<file path="src/rtl/nrdiv_pipe.sv">
module nrdiv_pipe #(
  parameter int N = 8
) (
  input  logic           clk,
  input  logic           rst_n,
  input  logic           in_valid,
  input  logic [2*N-1:0] dividend,
  input  logic [N-1:0]   divisor,
  output logic           out_valid,
  output logic [N-1:0]   quotient,
  output logic [N-1:0]   remainder,
  output logic           rem_neg
);

  localparam int RW = N + 1;
  localparam int SW = N + 2;

  for (genvar k = 0; k < N; k++) begin : row
    logic          v_in;
    logic          sub;
    logic [RW-1:0] pr_in;
    logic [N-1:0]  x_in;
    logic [N-1:0]  dv_in;
    logic [SW-1:0] shifted, addend, sum;
    logic          v_q;
    logic [RW-1:0] pr_q;
    logic [N-1:0]  x_q;

    if (k == 0) begin : g_head
      assign v_in  = in_valid;
      assign sub   = 1'b1;
      assign pr_in = {1'b0, dividend[2*N-1:N]};
      assign x_in  = dividend[N-1:0];
      assign dv_in = divisor;
    end else begin : g_link
      assign v_in  = row[k-1].v_q;
      assign sub   = row[k-1].x_q[0];
      assign pr_in = row[k-1].pr_q;
      assign x_in  = row[k-1].x_q;
      assign dv_in = row[k-1].g_fwd.dv_q;
    end

    assign shifted = {pr_in, x_in[N-1]};
    assign addend  = sub ? ~{2'b00, dv_in} : {2'b00, dv_in};
    assign sum     = shifted + addend + {{(SW-1){1'b0}}, sub};

    always_ff @(posedge clk or negedge rst_n)
      if (!rst_n) v_q <= 1'b0;
      else        v_q <= v_in;

    always_ff @(posedge clk) begin
      pr_q <= sum[RW-1:0];
      x_q  <= {x_in[N-2:0], ~sum[SW-1]};
    end

    if (k < N - 1) begin : g_fwd
      logic [N-1:0] dv_q;
      always_ff @(posedge clk) dv_q <= dv_in;
    end
  end

  assign out_valid = row[N-1].v_q;
  assign quotient  = row[N-1].x_q;
  assign remainder = row[N-1].pr_q[N-1:0];
  assign rem_neg   = row[N-1].pr_q[N];

endmodule

</file>
<file path="config.mk">
export PLATFORM = sky130hd
export DESIGN_NAME = nrdiv_pipe
export DESIGN_NICKNAME = d
export VERILOG_FILES = /design/src/rtl/nrdiv_pipe.sv
export SDC_FILE = /design/constraint.sdc
export NUM_CORES = 1
export LEC_CHECK = 0
export BUFFER_PORTS_ARGS = -buffer_cell sky130_fd_sc_hd__buf_2
export CAP_MARGIN = 20
export CORE_MARGIN = 8
export CORE_UTILIZATION = 50
export DETAILED_ROUTE_END_ITERATION = 6
export PLACE_DENSITY = 0.72
export SLEW_MARGIN = 20
export SYNTH_ARGS = -nofsm -noshare
export SYNTH_HDL_FRONTEND = slang
export SYNTH_SLANG_ARGS = --single-unit
</file>
<file path="constraint.sdc">
create_clock -name clk -period 6.2 [get_ports clk]
set_input_delay 0.31 -clock clk [delete_from_list [all_inputs] [get_ports clk]]
set_output_delay 0.31 -clock clk [all_outputs]
set_load 0.02 [all_outputs]
</file>
==> results.tsv <==
stage	metric	value	unit
clock_network	Post-CTS Resized	0	
yosys	Mapped Nets	766	
yosys	Synth area leaders	dfxtp_1 (51%), ha_1 (11%), xor2_1 (10%)	
run	max-cap violations	0	
sta	Worst Clk Skew	0.005929	ns
cells_and_area	layout cells sized above 1	11.16	%
floorplan	Die Y	139.3	µm
clock_network	# H-tree levels	4	
drt	vias	4795	
yosys	Synth Area in Compound Gates	8.643	%
yosys	Post-synth ARST share	4.000	%
power	Static Leakage	3.913	nW
drt	drt via density	5.096	
yosys	main flop type after synthesis	dfxtp_1	
cells_and_area	layout net count	839	
sta	RSZ-0062 raised after global routing	no	
floorplan	Die Area	19400	µm²
setup_path	crit path DAT	2.62	ns
yosys	post-synth top area cell	dfxtp_1	
floorplan	Ports	45	
yosys	mux contribution to synthesized area	0.9878	%
setup_path	Setup crit start kind	register	
grt	largest net degree at the start of global routing	19	
drt	post-route ant nets	0	
placed_design	Placement Setup Slack	3.936	ns
yosys	Post-Synth XOR/XNOR Area	14.29	%
setup_path	Worst Path Required	6.52	ns
setup_path	CP endpoint kind	register	
sta	Final Critical Period	2.307	ns
cells_and_area	Cell Count, Final, Fillers Out	941	
grt	GRT overflow	0	
drt	DRC	0	
yosys	number of synthesized flops with an enable pin	0	
clock_network	post-CTS setup buffer count	0	
sta	fin worst setup slack	3.893	ns
clock_network	Clock Latency Late Sink	0.43	ns
setup_path	crit path kind	register to register	
placed_design	dpl hpwl	9465	µm
sta	Max Freq	433.4	MHz
placed_design	Port Buffers	44	
floorplan	cell row count	45	
sta	Setup TNS Final	0	ns
yosys	most common cell in the netlist	dfxtp_1	
setup_path	crit path max fanout	11	
drt	Post-Route WL	12410	µm
placed_design	Final GP Congestion	0.8068	
yosys	top cells by count, synth	dfxtp_1 (192), xor2_1 (87), ha_1 (64)	
sta	Max Slew Vio Count	0	
clock_network	CTS Root Cell	clkbuf_16	
floorplan	Chip Width	139.3	µm
yosys	Seq/Total Area, Yosys	53.21	%
yosys	area share of the largest cell type after synthesis	50.58	%
cells_and_area	number of antenna diodes	0	
yosys	Ys Warns	0	
power	Max VDD drop	0.0002875	V
cells_and_area	Area growth syn-to-layout	15.66	%
yosys	Post-Synth Simple-Gate Area	7.409	%
grt	Overall Global Routing Usage	13.41	%
yosys	Post-Synth Adder-Cell Area	12.64	%
sta	hold slack final	0.09768	ns
yosys	synthesized area	7600	µm²
drt	TritonRoute pass-1 iters	4	
sta	actual slew at the worst max-slew pin	0.5442	ns
yosys	Netlist cell types	42	
yosys	Syn Inst Count	667	
yosys	Avg Cell Area, Syn	11.39	µm²
sta	Slew HR	63.67	%
cells_and_area	final core occ	58.47	%
drt	Initial DRC Count	214	
clock_network	# clock sinks	200	
clock_network	Reg clk slew, reported paths	0.07	ns
power	Power Dens Cells	647.4	nW/µm²
yosys	largest family of logic cells by synthesized area	XOR/XNOR gates	
status	status	finished, final reports clean	
yosys	#FFs+latches synth	200	
clock_network	CTS max path bufs	2	
placed_design	Post-Place Cells	892	
grt	first-pass GRT wire length	21170	µm
placed_design	DP Area	7999	µm²
grt	initial antenna violation count	0	
drt	average wire per standard cell	13.19	µm
floorplan	initial core utilization	50.55	%
grt	vias in the first global route	4984	
power	Total Power	5.691	mW
clock_network	CTS tree	done	
sta	Finish-stage setup viols	0	
cells_and_area	Design Area, Final	8790	µm²
sta	Fin. Hold Viols	0	
clock_network	TritonCTS Buffers	17	
hold_path	worst hold path type	primary input to register	
sta	Final period util	37.22	%
floorplan	core area	15030	µm²
-- worst max-delay path, stage by stage (launching register included) --
cell and delay (ns):
dfxtp_1 0.66, xor2_1 0.14, ha_1 0.37, nor2b_1 0.18
o2111ai_1 0.20, nand3_1 0.13, o41a_1 0.35, xor2_1 0.15
-- worst paths after layout --
kind	startpoint	end	slack, ns	cells past startpoint
min	dividend[15]	row[0].pr_q[8]	0.1	2
max in group asynchronous	rst_n	row[6].v_q	5.79	2
min reg2reg	row[6].x_q[5]	quotient[6]	0.32	0
max	row[4].x_q[0]	row[5].pr_q[8]	3.89	7
min in group asynchronous	rst_n	row[0].v_q	0.24	2
max reg2reg	row[4].x_q[0]	row[5].pr_q[8]	3.89	7
-- repair_timing --
| action | CTS | global route |
|---|---|---|
| endpoints found under the setup margin | 0 | 0 |
| hold buffers | 17 | 0 |
| endpoints found under the hold margin | 24 | 0 |
-- sequential cells by signal (all words and copies together) (netlist names) --
| register | cells |
|---|---|
| row.pr_q | 72 |
| row.g_fwd.dv_q | 56 |
| quotient | 8 |
| row.v_q | 7 |
| out_valid | 1 |
| row.x_q | 56 |
-- layout by cell type, fill, tap and decap left out, types with 9 or more instances in the layout --
cell type,n
ha_1,64
buf_2,44
xnor2_1,37
nand3_1,36
inv_1,42
dlygate4sd3_1,17
dfxtp_1,192
nor2_1,29
a21oi_1,32
o21ai_0,9
xor2_1,87
nand2_1,29
o2111ai_1,13
clkbuf_16,18
nor3_1,9
-- layer usage --
layer  GRT usage [%]  wire [µm]  up-vias
met5               0          0        -
met4           6.644        314        0
met3           4.617        490       26
met2           26.66       7021       93
met1           11.55       4588     2267
li1                -          -     2409
-- final cells by class --
| cell class | count | area [µm²] |
|---|---|---|
| multi-input cells | 418 | 3342 |
| fillers | 1236 | 6243 |
| clock buffers | 19 | 464.2 |
| inverters | 42 | 157.7 |
| clock inverters | 13 | 156.4 |
| flip-flops and latches | 200 | 4044 |
| well taps | 188 | 235.2 |
| repair buffers | 61 | 390.4 |
-- cells by family after synthesis --
group	count (synthesis)
buffers and inverters	49
xor gates and xnor gates	124
DFF	200
and+or+nand+nor	122
adders and majority gates	72
AOI/OAI and AO/OA	93
muxes	7
-- power by group --
| part | total (mW) | internal (mW) | switching [mW] |
|---|---|---|---|
| combinational | 2.68 | 1.21 | 1.46 |
| clock | 1.12 | 0.641 | 0.480 |
| sequential | 1.89 | 1.69 | 0.200 |
| total | 5.69 | 3.55 | 2.14 |
No activity file was read; power rests on OpenSTA's default activity.
